`src/rtl/btt_pkg.sv`:
```
package btt_pkg;

    // All limits are counted in half-bit periods of the current data rate.
    localparam int HB_FS_MIN_GAP    = 4;     // 2 bit times
    localparam int HB_HS_REPLY_GAP  = 16;    // 8 bit times
    localparam int HB_HS_B2B_GAP    = 176;   // 88 bit times
    localparam int HB_FS_DEV_MAX    = 13;    // 6.5 bit times
    localparam int HB_FS_HOST_MAX   = 15;    // 7.5 bit times
    localparam int HB_HS_REPLY_MAX  = 384;   // 192 bit times
    localparam int HB_FS_TIMEOUT    = 34;    // 17 bit times
    localparam int HB_HS_TIMEOUT    = 1552;  // 776 bit times
    localparam int HB_FS_TO_FLOOR   = 32;    // 16 bit times, earliest legal
    localparam int HB_HS_TO_FLOOR   = 1472;  // 736 bit times, earliest legal

    localparam int GAP_W = $clog2(HB_HS_TIMEOUT + 2);

    typedef logic [GAP_W-1:0] gap_t;

    typedef enum logic [1:0] {
        CTX_NONE  = 2'd0,
        CTX_REPLY = 2'd1,
        CTX_B2B   = 2'd2
    } gap_ctx_e;

    typedef struct packed {
        gap_t min_gap;
        gap_t reply_max;
        gap_t timeout;
    } limits_t;

    function automatic limits_t pick_limits(logic hs, logic host, gap_ctx_e ctx);
        limits_t lim;
        if (ctx == CTX_NONE) begin
            lim.min_gap = '0;
        end else if (hs) begin
            lim.min_gap = (ctx == CTX_B2B && host) ? gap_t'(HB_HS_B2B_GAP)
                                                   : gap_t'(HB_HS_REPLY_GAP);
        end else begin
            lim.min_gap = gap_t'(HB_FS_MIN_GAP);
        end
        if (hs)
            lim.reply_max = gap_t'(HB_HS_REPLY_MAX);
        else
            lim.reply_max = host ? gap_t'(HB_FS_HOST_MAX) : gap_t'(HB_FS_DEV_MAX);
        lim.timeout = hs ? gap_t'(HB_HS_TIMEOUT) : gap_t'(HB_FS_TIMEOUT);
        return lim;
    endfunction

    function automatic gap_t timeout_floor(logic hs);
        return hs ? gap_t'(HB_HS_TO_FLOOR) : gap_t'(HB_FS_TO_FLOOR);
    endfunction

endpackage

```
`src/rtl/btt_halfbit_tick.sv`:
```
module btt_halfbit_tick #(
    parameter int DIV_FS = 2,
    parameter int DIV_HS = 1
) (
    input  logic clk,
    input  logic rst,
    input  logic hs,
    input  logic restart,
    output logic tick
);
    localparam int DMAX = (DIV_FS > DIV_HS) ? DIV_FS : DIV_HS;
    localparam int PW   = (DMAX > 1) ? $clog2(DMAX) : 1;

    generate
        if (DIV_FS == 1 && DIV_HS == 1) begin : g_direct
            logic unused_in;
            assign unused_in = clk ^ rst ^ hs;
            assign tick = !restart;
        end else begin : g_count
            logic [PW-1:0] cnt_q;
            logic [PW-1:0] lim;

            assign lim  = hs ? PW'(DIV_HS - 1) : PW'(DIV_FS - 1);
            assign tick = !restart && (cnt_q >= lim);

            always_ff @(posedge clk) begin
                if (rst || restart)
                    cnt_q <= '0;
                else if (cnt_q >= lim)
                    cnt_q <= '0;
                else
                    cnt_q <= cnt_q + 1'b1;
            end
        end
    endgenerate

endmodule

```
`src/rtl/btt_gap_track.sv`:
```
module btt_gap_track
    import btt_pkg::*;
(
    input  logic     clk,
    input  logic     rst,
    input  logic     tick,
    input  logic     eop_rx,
    input  logic     eop_tx,
    input  logic     sop_rx,
    input  logic     sop_tx,
    output gap_t     gap_q,
    output gap_ctx_e ctx_q,
    output logic     idle_q
);
    logic any_eop;
    assign any_eop = eop_rx || eop_tx;

    always_ff @(posedge clk) begin
        if (rst) begin
            gap_q  <= '1;
            ctx_q  <= CTX_NONE;
            idle_q <= 1'b1;
        end else begin
            if (any_eop)
                gap_q <= '0;
            else if (tick && gap_q != '1)
                gap_q <= gap_q + 1'b1;

            if (eop_rx)
                ctx_q <= CTX_REPLY;
            else if (eop_tx)
                ctx_q <= CTX_B2B;

            if (any_eop)
                idle_q <= 1'b1;
            else if (sop_rx || sop_tx)
                idle_q <= 1'b0;
        end
    end

endmodule

```
`src/rtl/btt_resp_watch.sv`:
```
module btt_resp_watch
    import btt_pkg::*;
(
    input  logic clk,
    input  logic rst,
    input  logic eop_tx,
    input  logic expect_resp,
    input  logic sop_rx,
    input  gap_t gap,
    input  gap_t to_lim,
    output logic timeout
);
    logic armed_q;

    assign timeout = armed_q && (gap >= to_lim) && !sop_rx && !eop_tx;

    always_ff @(posedge clk) begin
        if (rst)
            armed_q <= 1'b0;
        else if (eop_tx)
            armed_q <= expect_resp;
        else if (sop_rx || timeout)
            armed_q <= 1'b0;
    end

    AST_TO_DISARMS: assert property (@(posedge clk) disable iff (rst)
        timeout |=> !armed_q);

endmodule

```
`src/rtl/btt_reply_check.sv`:
```
module btt_reply_check
    import btt_pkg::*;
(
    input  logic clk,
    input  logic rst,
    input  logic eop_rx,
    input  logic eop_tx,
    input  logic expect_resp,
    input  logic sop_rx,
    input  logic sop_tx,
    input  gap_t gap,
    input  gap_t reply_max,
    output logic late_q
);
    logic owe_q;

    always_ff @(posedge clk) begin
        if (rst) begin
            owe_q  <= 1'b0;
            late_q <= 1'b0;
        end else begin
            late_q <= owe_q && sop_tx && (gap > reply_max);
            if (eop_rx)
                owe_q <= expect_resp;
            else if (sop_tx || sop_rx || eop_tx)
                owe_q <= 1'b0;
        end
    end

    AST_LATE_FROM_SOP: assert property (@(posedge clk) disable iff (rst)
        late_q |-> $past(sop_tx));

endmodule

```
`src/rtl/bus_turnaround_timer.sv`:
```
module bus_turnaround_timer
    import btt_pkg::*;
#(
    parameter int HALF_DIV_FS = 2,
    parameter int HALF_DIV_HS = 1
) (
    input  logic clk,
    input  logic rst,
    input  logic hs_mode_i,
    input  logic host_role_i,
    input  logic eop_rx_i,
    input  logic eop_tx_i,
    input  logic sop_rx_i,
    input  logic sop_tx_i,
    input  logic expect_resp_i,
    input  logic tx_req_i,
    output logic tx_allow_o,
    output logic resp_timeout_o,
    output logic late_reply_o
);
    logic     tick;
    gap_t     gap_cnt;
    gap_ctx_e ctx;
    logic     line_idle;
    limits_t  lims;

    btt_halfbit_tick #(
        .DIV_FS (HALF_DIV_FS),
        .DIV_HS (HALF_DIV_HS)
    ) u_tick (
        .clk     (clk),
        .rst     (rst),
        .hs      (hs_mode_i),
        .restart (eop_rx_i || eop_tx_i),
        .tick    (tick)
    );

    btt_gap_track u_track (
        .clk    (clk),
        .rst    (rst),
        .tick   (tick),
        .eop_rx (eop_rx_i),
        .eop_tx (eop_tx_i),
        .sop_rx (sop_rx_i),
        .sop_tx (sop_tx_i),
        .gap_q  (gap_cnt),
        .ctx_q  (ctx),
        .idle_q (line_idle)
    );

    assign lims = pick_limits(hs_mode_i, host_role_i, ctx);

    btt_resp_watch u_watch (
        .clk         (clk),
        .rst         (rst),
        .eop_tx      (eop_tx_i),
        .expect_resp (expect_resp_i),
        .sop_rx      (sop_rx_i),
        .gap         (gap_cnt),
        .to_lim      (lims.timeout),
        .timeout     (resp_timeout_o)
    );

    btt_reply_check u_reply (
        .clk         (clk),
        .rst         (rst),
        .eop_rx      (eop_rx_i),
        .eop_tx      (eop_tx_i),
        .expect_resp (expect_resp_i),
        .sop_rx      (sop_rx_i),
        .sop_tx      (sop_tx_i),
        .gap         (gap_cnt),
        .reply_max   (lims.reply_max),
        .late_q      (late_reply_o)
    );

    assign tx_allow_o = tx_req_i && line_idle && (gap_cnt >= lims.min_gap);

    AST_EOP_HOLDS_OFF: assert property (@(posedge clk) disable iff (rst)
        (eop_rx_i || eop_tx_i) |=> !tx_allow_o);

    AST_BUSY_BLOCKS: assert property (@(posedge clk) disable iff (rst)
        ((sop_rx_i || sop_tx_i) && !eop_rx_i && !eop_tx_i) |=> !tx_allow_o);

    AST_TO_ABOVE_FLOOR: assert property (@(posedge clk) disable iff (rst)
        resp_timeout_o |-> (gap_cnt >= timeout_floor(hs_mode_i)));

    AST_TO_NOT_ON_SOP: assert property (@(posedge clk) disable iff (rst)
        resp_timeout_o |-> !sop_rx_i);

    AST_TO_SINGLE: assert property (@(posedge clk) disable iff (rst)
        resp_timeout_o |=> !resp_timeout_o);

endmodule

```
`config.mk`:
```
export PLATFORM = sky130hd
export DESIGN_NAME = bus_turnaround_timer
export DESIGN_NICKNAME = d
export VERILOG_FILES = /design/src/rtl/btt_pkg.sv /design/src/rtl/btt_halfbit_tick.sv /design/src/rtl/btt_gap_track.sv /design/src/rtl/btt_resp_watch.sv /design/src/rtl/btt_reply_check.sv /design/src/rtl/bus_turnaround_timer.sv
export SDC_FILE = /design/constraint.sdc
export NUM_CORES = 1
export LEC_CHECK = 0
export ABC_AREA = 1
export BUFFER_PORTS_ARGS = -buffer_cell sky130_fd_sc_hd__buf_2
export CORE_AREA = 2 2 51 53
export DETAILED_ROUTE_END_ITERATION = 8
export DIE_AREA = 0 0 53 55
export PLACE_DENSITY = 0.89
export SKIP_LAST_GASP = 1
export SYNTH_ARGS = -nofsm -noshare
export SYNTH_HDL_FRONTEND = slang
export SYNTH_SLANG_ARGS = --single-unit
```
`constraint.sdc`:
```
create_clock -name clk -period 2.56 [get_ports clk]
set_input_delay 0.128 -clock clk [delete_from_list [all_inputs] [get_ports clk]]
set_output_delay 0.128 -clock clk [all_outputs]
set_load 0.01 [all_outputs]
```
# After elaboration in Yosys (flattened, before gate mapping)
# Index checks and enable logic that the tools add are counted.
word_totals:
  register_bits: 18
  output_inout_bits: 3
  inputBits: 10
  wordCells: 57
classes:
  n_mux: 15
  n_eq_ne: 2
  reduce_logical: 26
  magnitude_cmp: 4
  add_sub_neg: 2
ops:
  columns: ["operator", "n"]
  rows:
  - ["$mux W11", 3]
  - ["$mux W8", 3]
  - ["$ge A11 B11 Y1", 2]
  - ["$add A11 B1 Y11 const B", 1]
  - ["$gt A11 B9 Y1", 1]
  - ["$ne A11 B11 Y1 const B", 1]
  - ["$logic_and A1 B1 Y1", 10]
  - ["$mux W9", 1]
  - ["$reduce_bool A2 Y1", 4]
  - ["$mux W1", 7]
  - ["$reduce_or A2 Y1", 3]
  - ["$logic_or A1 B1 Y1", 5]
  - ["$logic_not A1 Y1", 3]
  - ["$eq A2 B2 Y1 const B", 1]
  - ["$logic_not A2 Y1", 1]
  - ["$mux W2", 1]
  - ["$add A1 B1 Y1 const B", 1]
  - ["$ge A1 B1 Y1", 1]

# Longest topological paths before layout
# Gate-level depths: netlist of the first run.
logic_depth:
  ltp_word: 8
  ltp_mapped: 11
  depth_no_buf: 11

# By module
# A second synthesis of the first run with hierarchy kept.
unflattened:
  hier_cells: 306
  area_unflattened_um2: 1863.0
modules_own_cells:
  columns: ["mod", "area_each_um2", "seq_area_each_um2", "cells_each", "instances"]
  rows:
  - ["btt_gap_track", 808.3, 280.3, 124, 1]
  - ["btt_reply_check", 417.9, 40.0, 70, 1]
  - ["btt_resp_watch", 389.1, 20.0, 63, 1]
  - ["bus_turnaround_timer", 193.9, 0.0, 39, 1]
  - ["btt_halfbit_tick", 53.8, 20.0, 10, 1]

# Worst setup path after synthesis of the first run
# Ideal clock, no wire load.
synth_path:
  path_kind: "reg2out"
  startpoint: "register u_track.ctx_q[0]"
  endpoint: "output port tx_allow_o"
  slack_ns: 1.020
  stages_incl_launch_ff: 12
  path_buffers: 0
  t_arrival_ns: 1.412
  required_time_ns: 2.432
  path_cell_list: "dfxtp_1 > inv_1 > nand4_1 > ha_1 > inv_1 > nor2_1 > inv_1 > o21ai_0 > nand2_1 > o211ai_1 > nor2_1 > nor2_1"
synth_between:
  elab_chain_len: 7
  word_cells_on_any_way: 8
  cone_classes: "order compare: 1; eq/ne: 1; mux: 3; reduce/logical: 3"
synth_rtl:
  columns: ["element", "line", "source"]
  rows:
  - ["start: declaration", "btt_gap_track.sv:12", "output gap_ctx_e ctx_q,"]
  - ["start signal: assignment", "btt_gap_track.sv:21", "ctx_q <= CTX_NONE;"]
  - ["start signal: assignment", "btt_gap_track.sv:30", "ctx_q <= CTX_REPLY;"]
  - ["start signal: assignment", "btt_gap_track.sv:32", "ctx_q <= CTX_B2B;"]
  - ["$eq A2 B2 Y1", "btt_pkg.sv:36", "lim.min_gap = (ctx == CTX_B2B && host) ? gap_t'(HB_HS_B2B_GAP)"]
  - ["$logic_and A1 B1 Y1", "btt_pkg.sv:36", null]
  - ["$mux W8", "btt_pkg.sv:36", null]
  - ["$mux W8", "btt_pkg.sv:35", "end else if (hs) begin"]
  - ["$mux W8 *", "btt_pkg.sv:33", "if (ctx == CTX_NONE) begin"]
  - ["$ge A11 B11 Y1 *", "bus_turnaround_timer.sv:77", "assign tx_allow_o = tx_req_i && line_idle && (gap_cnt >= lims.min_gap);"]
  - ["$logic_and A1 B1 Y1 *", "bus_turnaround_timer.sv:77", null]
  - ["end: declaration", "bus_turnaround_timer.sv:17", "output logic tx_allow_o,"]
# Every way passes the cells marked *; elsewhere a longest branch is shown, timed or not.

# Worst setup path after layout of the first run
# Ends and elaborated chain as after synthesis.

==> reports/metrics.csv, run 1 <==
metric,value,unit
worstSetupEndpoint,tx_allow_o,
drc,0,
cts-root-buf,sky130_fd_sc_hd__clkbuf_4,
ys.flop_type,sky130_fd_sc_hd__dfxtp_1,
setup_repair_after_global_routing_missed_its_margin,false,
routed_wl,3324,µm
synth_mux_area_share,0,%
layout.cells.most_common_list,"51 x sky130_fd_sc_hd__nand2_1, 27 x sky130_fd_sc_hd__inv_1, 23 x sky130_fd_sc_hd__nand3_1",
routed_wire_length_per_instance,12.83,µm
irDropWorstVdd,0.0002870,V
nNetsFinal,256,
number_of_i_o_pins,13,
timing.max_cap.violations,0,
drt_first_iter_violations,38,
power_density,444.8,nW/µm²
cts_resized,0,
run_status,"finished, final reports clean",
total_power_draw,0.6756,mW
grt_max_degree,15,
antenna_cells,0,
worstPathCellList,"inv_1, nand4_1, ha_1, inv_1, nor2_1, inv_1, o21ai_0, nand2_1, o211ai_1, nor2_1, nor2_1, buf_2",
reg2reg_from,u_track.gap_q[0],
relative_slew_slack,71.54,%
synth_top_cell_area_share,25.69,%
synth_async_sr_flop_share,0,%
chipHeight,55,µm
max-clock-path-buffers,2,
most_common_cell_after_layout_fill_and_taps_aside,sky130_fd_sc_hd__nand2_1,
worst_path_max_delay_cell,sky130_fd_sc_hd__dfxtp_1,
post_synth_simple_gate_area,40.23,%
critPathKind,reg -> out,
cts.sinks,18,
cts_clk_pin_slew_worst_paths,0.11,ns
ant_nets,0,
post_route_cells_drive_above_1_share,10.48,%
first_pass_grt_wire_length,5430,µm
timing.critical_path.slowest_cell_delay,0.35,ns
r2r_end,u_track.gap_q[7],
drv_slew,0,
timing.critical_path.from_type,register,
static-leakage-power,0.7270,nW
number_of_hold_buffers_added_after_cts,0,
fin_cells,259,
vias,1473,
synth.yosys.warnings,0,
die_width,53,µm
min_path_type,in -> reg,
syn-instance-count,216,
finalHoldViolCount,0,
num_rows,18,
global_routing_usage_summed_across_all_routing_layers,25.44,%
setup-violations-final,0,
post_synth_fa_ha_maj_area_fraction,14.27,%
timing.fmax,496.5,MHz
synth_cell_types,27,
utilization,64.23,%
crit_share_post_route,78.68,%
number_of_buffers_created_by_cts,3,
cp_data_required_time,2.43,ns
cell_area_after_synthesis,1403,µm²
ctsHtreeMaxLevel,1,
iteration_count_of_the_initial_detailed_routing_pass,4,
global_route_overflow,0,
vias_per_cell,5.687,
antenna_found_initial,0,
netlist_top_cells_area,"sky130_fd_sc_hd__dfxtp_1 26%, sky130_fd_sc_hd__ha_1 14%, sky130_fd_sc_hd__nand2_1 14%",
tritoncts,yes,
fillers,231,
critical_path_peak_fanout,3,
worstMarginPinSlew,0.4263,ns
port_buffers,12,
globalplace.congestion,0.8934,
setup.worst_path.end_class,primary output,
synth_top_family_by_area,simple AND/OR/NAND/NOR gates,
setup-tns-final,0,ns
floorplan.initialDensity,59.31,%
r2r_setup_slack,0.90,ns
period_needed,2.014,ns
fin_skew,0.004055,ns
synthXorXnorAreaFrac,0.6244,%
worst-path-buf-inv,4,
clock_latency_of_the_later_clocked_register_in_the_worst_skew_pair,0.30,ns
path_delay_family,simple AND/OR/NAND/NOR gates,
area_added_between_synthesis_and_finish,8.296,%
synth-seq-area-share,25.69,%
crit_start,u_track.ctx_q[0],
postSynthAreaPerCell,6.493,µm²
post-dp-hpwl,2596,µm
synth_enable_flop_cells,0,
worstRegToRegCells,9,
library_cell_occupying_the_most_area_in_the_post_synthesis_netlist,sky130_fd_sc_hd__dfxtp_1,
crit_cells,12,
cts.repair_timing.setup_buffer_count,0,
synth-compound-area-share,9.099,%
die_area,2915,µm²
ys_ff_latch,18,
worstHoldPathCells,2,
core_area,2365,µm²
syn_nets,242,
grt_pass1_vias,1261,
worstPathArrival,1.89,ns
place.detailed.instances,255,
metrics by stage:
stage | setup WS (ns) | instance area [µm²] | hold WS (ns)
floorplan | 1.020 | 1403 | 0.1971
global placement | 0.9114 | 1483 | 0.3429
detailed placement | 0.8818 | 1483 | 0.3454
CTS | 0.5390 | 1519 | 0.02183
global route | 0.2264 | 1519 | 0.01133
finish | 0.5458 | 1519 | 0.03117
report_power, final:
group	leakage, nW	internal [mW]	switching [mW]
registers	0.150	0.298	0.0318
logic	0.556	0.0632	0.105
clock network	0.0210	0.0867	0.0908
total	0.727	0.448	0.228
flip-flops by register name, summed over array words and instances, names as in the netlist:
register and cells:
u_tick.g_count.cnt_q 1, u_track.idle_q 1, u_track.gap_q 11, u_reply.late_q 1
u_track.ctx_q 2, u_watch.armed_q 1, u_reply.owe_q 1
per-layer routing:
| layer | up-vias | wire length [µm] | GRT usage (%) |
|---|---|---|---|
| met5 | - | 0 | 0 |
| met1 | 672 | 1584 | 34.37 |
| met2 | 46 | 1541 | 41.25 |
| li1 | 751 | - | - |
| met3 | 4 | 166 | 3.763 |
| met4 | 0 | 31 | 9.402 |
final cells by class:
type	count	area (µm²)	share of cell area [%]
Tap cell	30	37.54	2.471
Multi-Input combinational cell	163	900.9	59.31
Timing Repair Buffer	13	67.56	4.448
Clock buffer	4	36.28	2.389
Sequential cell	18	360.3	23.72
Inverter	31	116.4	7.661
worst min path at each step:
stage	startpoint	end	slack, ns
floorplan	rst	u_reply.owe_q	0.20
global placement	rst	u_track.ctx_q[0]	0.34
detailed placement	rst	u_track.ctx_q[0]	0.35
CTS	rst	u_track.ctx_q[0]	0.02
global route	rst	u_track.ctx_q[0]	0.01
finish	rst	u_track.ctx_q[0]	0.03
cells in the mapped netlist, drive strengths merged (3+ instances only):
master,number
nand2,53
inv,30
nand3,24
nor2,23
dfxtp,18
ha,16
nand4,12
a21oi,9
nor3,8
o21ai,5
o211ai,4
buf,3
cell families (layout without fill, tap and decap cells):
group | Yosys count | count (layout)
simple gates | 124 | 124
xor+xnor | 1 | 1
buf+inv | 35 | 48
compound gates | 22 | 22
fa+ha+maj | 16 | 16
flops | 18 | 18
Note: power is estimated with default switching activity, not from simulation.
==> inputs of run 2 (changes only) <==
--- a/config.mk
+++ b/config.mk
@@ -7,10 +7,10 @@
 export LEC_CHECK = 0
 export ABC_AREA = 1
 export BUFFER_PORTS_ARGS = -buffer_cell sky130_fd_sc_hd__buf_2
-export CORE_AREA = 2 2 51 53
+export CORE_AREA = 2 2 53 55
 export DETAILED_ROUTE_END_ITERATION = 8
-export DIE_AREA = 0 0 53 55
-export PLACE_DENSITY = 0.89
+export DIE_AREA = 0 0 55 57
+export PLACE_DENSITY = 0.84
 export SKIP_LAST_GASP = 1
 export SYNTH_ARGS = -nofsm -noshare
 export SYNTH_HDL_FRONTEND = slang
==> constraint.sdc (replaced) <==
create_clock -name clk -period 1.9 [get_ports clk]
set_input_delay 0.095 -clock clk [delete_from_list [all_inputs] [get_ports clk]]
set_output_delay 0.095 -clock clk [all_outputs]
set_load 0.01 [all_outputs]
==> run 2 against run 1 <==
The run now ends with setup timing left. Combinational power increased by 42%. Global-route usage shrank 2.2 points. Power rose by 29%. Die area up 7.5%. Clock power up 7%. Count of clock-buffer cells in the layout shrank 1. Critical path depth unchanged. First-iteration DRC count is 68% higher. Largest cell class unchanged. Largest power group unchanged.
==> reports/metrics.csv, run 2 (synthesis results as in run 1) <==
metric,value,unit
chipHeight,57,µm
relative_slew_slack,70.98,%
fin_cells,261,
cts-root-buf,sky130_fd_sc_hd__clkbuf_4,
routed_wire_length_per_instance,12.94,µm
power_density,564.1,nW/µm²
period_needed,1.922,ns
die_area,3135,µm²
iteration_count_of_the_initial_detailed_routing_pass,4,
timing.max_cap.violations,0,
vias,1474,
timing.fmax,520.2,MHz
die_width,55,µm
critical_path_peak_fanout,3,
globalplace.congestion,0.9698,
max_flop_register,u_track.gap_q,
finish.instance_area,1544,µm²
layout.cells.most_common_list,"51 x sky130_fd_sc_hd__nand2_1, 27 x sky130_fd_sc_hd__inv_1, 23 x sky130_fd_sc_hd__nand3_1",
drt_first_iter_violations,64,
seqPwrFrac,50.6,%
run_status,finished with violations,
post-dp-hpwl,2582,µm
setup.worst_path.end_class,primary output,
setup-tns-final,-0.02250,ns
global_route_overflow,0,
worstPathCellList,"inv_1, nand4_1, ha_1, inv_1, nor2_2, inv_1, o21ai_1, nand2_1, o211ai_1, nor2_1, nor2_1, buf_2",
timing.critical_path.slowest_cell_delay,0.33,ns
crit_share_post_route,101.2,%
clock_latency_of_the_later_clocked_register_in_the_worst_skew_pair,0.29,ns
fin_skew,0.001326,ns
first_pass_grt_wire_length,5416,µm
utilization,59.04,%
r2r_end,u_track.gap_q[7],
routed_wl,3378,µm
antenna_cells,0,
place.detailed.instances,257,
internal-power,0.5653,mW
port_buffers,12,
grt_max_degree,15,
reg2reg_from,u_track.gap_q[0],
cts.sinks,18,
power.share.combinational,27.5,%
drc,0,
worstMarginPinSlew,0.4348,ns
irDropWorstVdd,0.0003925,V
total_power_draw,0.8709,mW
violated_checks,setup timing,
worstRegToRegCells,9,
most_common_cell_after_layout_fill_and_taps_aside,sky130_fd_sc_hd__nand2_1,
detailed_place.area,1491,µm²
net_sw_share,35.09,%
worst_path_max_delay_cell,sky130_fd_sc_hd__dfxtp_2,
path_common_cell,sky130_fd_sc_hd__inv_1,
ctsHtreeMaxLevel,1,
min_path_type,in -> reg,
cts_clk_pin_slew_worst_paths,0.10,ns
cts.repair_timing.setup_buffer_count,0,
antenna_found_initial,0,
drv_slew,0,
r2r_setup_slack,0.27,ns
vias_per_cell,5.648,
layout_top_registers,"u_track.gap_q x11, u_track.ctx_q x2",
nNetsFinal,258,
grt_pass1_vias,1286,
post_route_cells_drive_above_1_share,13.48,%
finalHoldViolCount,0,
critPathKind,reg -> out,
core_area,2615,µm²
number_of_i_o_pins,13,
num_rows,19,
global_routing_usage_summed_across_all_routing_layers,23.20,%
setup_repair_after_global_routing_missed_its_margin,true,
static-leakage-power,0.7300,nW
setup-violations-final,1,
tritoncts,yes,
floorplan.initialDensity,53.64,%
worstPathArrival,1.83,ns
worstSetupEndpoint,tx_allow_o,
timing.critical_path.from_type,register,
crit_start,u_track.ctx_q[0],
area_added_between_synthesis_and_finish,10.08,%
cp_data_required_time,1.80,ns
clock_power_share,21.9,%
max-clock-path-buffers,2,
largest_reg_flops,11,
ant_nets,0,
power_switching,0.3056,mW
post-route-worst-setup-slack,-0.02250,ns
number_of_buffers_created_by_cts,3,
run 2: cell count changes in the layout (fill, tap and decap cells not counted), moves of 2 or more:
| cell | before | now |
|---|---|---|
| sky130_fd_sc_hd__nor2_1 | 22 | 20 |
| sky130_fd_sc_hd__dfxtp_2 | 0 | 2 |
| sky130_fd_sc_hd__nor2_2 | 0 | 2 |
| sky130_fd_sc_hd__dfxtp_4 | 0 | 2 |
| sky130_fd_sc_hd__dfxtp_1 | 18 | 14 |
run 2: per-layer routing:
layer	up-vias	track usage (%)	routed length (µm)
met5	-	0	0
met4	0	10.45	68
met3	10	3.927	175
met2	44	35.03	1525
met1	662	31.91	1609
li1	758	-	-
run 2: critical path, delay by kind of cell (launching register included):
| family | cells | cell delay, ns |
|---|---|---|
| AOI/OAI and AO/OA | 2 | 0.19 |
| buffers and inverters | 4 | 0.30 |
| and+or+nand+nor | 5 | 0.40 |
| DFF | 1 | 0.33 |
| adders and majority gates | 1 | 0.30 |
run 2: worst min-delay path by stage:
stage          startpoint                   end  depth (start not counted)
6_report         eop_tx_i  u_tick.g_count.cnt_q                          2
5_1_grt          eop_tx_i  u_tick.g_count.cnt_q                          2
4_1_cts          eop_tx_i  u_tick.g_count.cnt_q                          2
3_5_place_dp          rst      u_track.ctx_q[0]                          2
3_3_place_gp          rst      u_track.ctx_q[0]                          2
2_1_floorplan         rst         u_reply.owe_q                          1
run 2: area by class of cell:
| type | count | area [µm²] |
|---|---|---|
| fill | 260 | 1071 |
| clock buffer | 3 | 22.52 |
| timing repair buffer | 15 | 85.08 |
| multi-input combinational | 163 | 910.9 |
| tap | 31 | 38.79 |
| sequential | 18 | 370.4 |
| inverter | 31 | 116.4 |
run 2: timing repair:
action / CTS / global route
setup endpoints to repair: 1 / 2
pin swaps: 2 / 1
hold buffers: 1 / 0
endpoints found under the hold margin: 1 / 0
gates resized for setup: 3 / 7
run 2: metrics by stage:
stage	setup WS, ns	hold slack, ns
after floorplan	0.3933	0.1641
after global placement	0.2952	0.3170
after detailed placement	0.2056	0.3191
after CTS	-0.02859	0.01745
after global routing	-0.2584	0.03507
final	-0.02250	0.01541
run 2: power by group through the flow:
stage	combinational, mW	clock [mW]	sequential [mW]
2_1_floorplan	0.174	0	0.436
3_3_place_gp	0.227	0	0.447
3_5_place_dp	0.230	0	0.447
4_1_cts	0.234	0.194	0.438
5_1_grt	0.274	0.212	0.445
6_report	0.239	0.191	0.441
==> inputs of run 3 (changes only) <==
--- a/config.mk
+++ b/config.mk
@@ -5,12 +5,11 @@
 export SDC_FILE = /design/constraint.sdc
 export NUM_CORES = 1
 export LEC_CHECK = 0
-export ABC_AREA = 1
 export BUFFER_PORTS_ARGS = -buffer_cell sky130_fd_sc_hd__buf_2
-export CORE_AREA = 2 2 53 55
+export CORE_AREA = 2 2 51 53
 export DETAILED_ROUTE_END_ITERATION = 8
-export DIE_AREA = 0 0 55 57
-export PLACE_DENSITY = 0.84
+export DIE_AREA = 0 0 53 55
+export PLACE_DENSITY = 0.75
 export SKIP_LAST_GASP = 1
 export SYNTH_ARGS = -nofsm -noshare
 export SYNTH_HDL_FRONTEND = slang
==> run 3 against run 2 <==
Sequential share of layout area is 0.065 points higher. The run ends with hold timing, setup timing left. Combinational power is 5% higher. Cell count is 23% lower. Worst setup slack worse by 0.081 ns. Register-to-register slack worse by 0.20 ns.
==> reports/metrics.csv, run 3 <==
metric,value,unit
clock_latency_of_the_later_clocked_register_in_the_worst_skew_pair,0.31,ns
drv_slew,0,
number_of_buffers_created_by_cts,3,
max_flop_register,u_track.gap_q,
chipHeight,55,µm
ant_nets,0,
seqPwrFrac,46.6,%
global_route_overflow,0,
cts.sinks,18,
most_common_cell_after_layout_fill_and_taps_aside,sky130_fd_sc_hd__ha_1,
globalplace.congestion,0.8147,
ys.flop_type,sky130_fd_sc_hd__dfxtp_1,
fin_skew,0.002154,ns
layout.cells.most_common_list,"15 x sky130_fd_sc_hd__ha_1, 12 x sky130_fd_sc_hd__buf_2, 12 x sky130_fd_sc_hd__dfxtp_1",
timing.critical_path.from_type,register,
post-route-worst-setup-slack,-0.1032,ns
routed_wire_length_per_instance,16.85,µm
static-leakage-power,0.6276,nW
core_area,2365,µm²
num_rows,18,
min_path_type,in -> reg,
setup-tns-final,-0.1457,ns
cts-root-buf,sky130_fd_sc_hd__clkbuf_4,
worstMarginPinSlew,0.4097,ns
power_density,611.3,nW/µm²
critical_path_peak_fanout,5,
utilization,65.56,%
yosysMostFrequentCell,sky130_fd_sc_hd__dfxtp_1,
worstPathArrival,1.91,ns
max-clock-path-buffers,2,
library_cell_occupying_the_most_area_in_the_post_synthesis_netlist,sky130_fd_sc_hd__dfxtp_1,
syn_nets,176,
crit_start,u_track.gap_q[6],
setup_repair_after_global_routing_missed_its_margin,true,
cell_area_after_synthesis,1334,µm²
detailed_place.area,1419,µm²
r2r_setup_slack,0.07,ns
power_switching,0.3158,mW
global_routing_usage_summed_across_all_routing_layers,26.84,%
largest_reg_flops,11,
postSynthAreaPerCell,8.892,µm²
iteration_count_of_the_initial_detailed_routing_pass,4,
vias_per_cell,6.502,
synth-seq-area-share,27.02,%
antenna_cells,0,
relative_slew_slack,72.69,%
cts_clk_pin_slew_worst_paths,0.11,ns
clock_power_share,26.7,%
net_sw_share,33.33,%
total_power_draw,0.9476,mW
die_area,2915,µm²
finalHoldViolCount,1,
nNetsFinal,198,
fin_worst_hold_slack,-0.005297,ns
ys_ff_latch,18,
run_status,finished with violations,
violated_checks,"hold timing, setup timing",
grt_pass1_vias,1213,
timing.fmax,499.2,MHz
reg2reg_from,u_track.gap_q[1],
timing.max_cap.violations,0,
number_of_hold_buffers_added_after_cts,0,
netlist_top_cells_area,"sky130_fd_sc_hd__dfxtp_1 27%, sky130_fd_sc_hd__ha_1 15%, sky130_fd_sc_hd__nor2_1 3.1%",
setup.worst_path.end_class,primary output,
critPathKind,reg -> out,
power.share.combinational,26.6,%
post-dp-hpwl,2415,µm
ctsHtreeMaxLevel,1,
irDropWorstVdd,0.0004948,V
synth_cell_types,47,
floorplan.initialDensity,56.40,%
placement.setup.worst_slack,0.1345,ns
synth.cells.most_frequent,"18 x sky130_fd_sc_hd__dfxtp_1, 16 x sky130_fd_sc_hd__ha_1, 11 x sky130_fd_sc_hd__nor2_1, 10 x sky130_fd_sc_hd__inv_1, 10 x sky130_fd_sc_hd__nand2_1",
hp-start,eop_rx_i,
die_width,53,µm
synth_async_sr_flop_share,0,%
period_needed,2.003,ns
syn-instance-count,150,
cp_data_required_time,1.80,ns
grt_max_degree,20,
first_pass_grt_wire_length,5533,µm
routed_wl,3387,µm
crit_share_post_route,105.4,%
tritoncts,yes,
number_of_i_o_pins,13,
synth.yosys.warnings,0,
setup-violations-final,2,
synth_enable_flop_cells,0,
internal-power,0.6318,mW
vias,1307,
drc,0,
antenna_found_initial,0,
port_buffers,12,
post_route_cells_drive_above_1_share,26.90,%
finish.instance_area,1550,µm²
drt_first_iter_violations,45,
layout_top_registers,"u_track.gap_q x11, u_track.ctx_q x2",
synth_top_cell_area_share,27.02,%
area_added_between_synthesis_and_finish,16.23,%
[run 3: critical path: stages, from the launching register on]
cell,delay [ns]
sky130_fd_sc_hd__dfxtp_1,0.41
sky130_fd_sc_hd__or4_4,0.57
sky130_fd_sc_hd__o211ai_1,0.22
sky130_fd_sc_hd__a21o_1,0.17
sky130_fd_sc_hd__a2111oi_4,0.08
sky130_fd_sc_hd__buf_2,0.16
[run 3: logic make-up (layout without fill, tap and decap cells)]
family | after synthesis | in the layout | share of synthesized area, %
AOI/OAI and AO/OA | 40 | 40 | 24.39
xor gates and xnor gates | 1 | 1 | 0.6568
adders and majority gates | 16 | 16 | 15.01
buffers and inverters | 16 | 37 | 7.130
DFF | 18 | 18 | 27.02
and+or+nand+nor | 59 | 59 | 25.80
[run 3: path summary, 6_finish.rpt]
path,endpoint,cells past startpoint
min reg2reg,u_track.idle_q,1
max,resp_timeout_o,5
min,u_track.ctx_q[1],2
max reg2reg,u_track.gap_q[5],6
[run 3: layout make-up]
| class | instances | area [µm²] |
|---|---|---|
| repair buffers | 23 | 142.6 |
| multi-input cells | 116 | 923.4 |
| clock buffers | 4 | 36.28 |
| fillers | 207 | 814.5 |
| inverters | 10 | 37.54 |
| flip-flops and latches | 18 | 372.9 |
| well taps | 30 | 37.54 |
[run 3: routing by layer]
metal | routed length [µm] | up-vias | global-route usage (%) | share of wire, %
met1 | 1541 | 629 | 34.82 | 45
met3 | 153 | 9 | 3.495 | 4.5
met4 | 106 | 0 | 15.81 | 3.1
met5 | 0 | - | 0 | 0
li1 | - | 626 | - | -
met2 | 1586 | 43 | 42.92 | 47
[run 3: power groups by stage]
| stage | Clock, mW | Sequential, mW | Combinational, mW |
|---|---|---|---|
| after global placement | 0 | 0.446 | 0.210 |
| after CTS | 0.254 | 0.439 | 0.239 |
| after global routing | 0.273 | 0.444 | 0.283 |
| after detailed placement | 0 | 0.448 | 0.220 |
| after floorplan | 0 | 0.435 | 0.164 |
| final | 0.253 | 0.442 | 0.252 |
[run 3: metrics by stage]
step	instances	hold WS (ns)
final	201	-0.005297
after detailed placement	192	0.3386
after floorplan	150	0.1725
after global routing	201	0.01671
after global placement	192	0.3278
after CTS	200	0.006801
[run 3: what timing repair did]
action                     CTS  global route
buffers inserted             4             1
hold endpoints to repair     0             0
pin swaps                    3             2
gates resized for setup     11             6
setup endpoints to repair    2             3
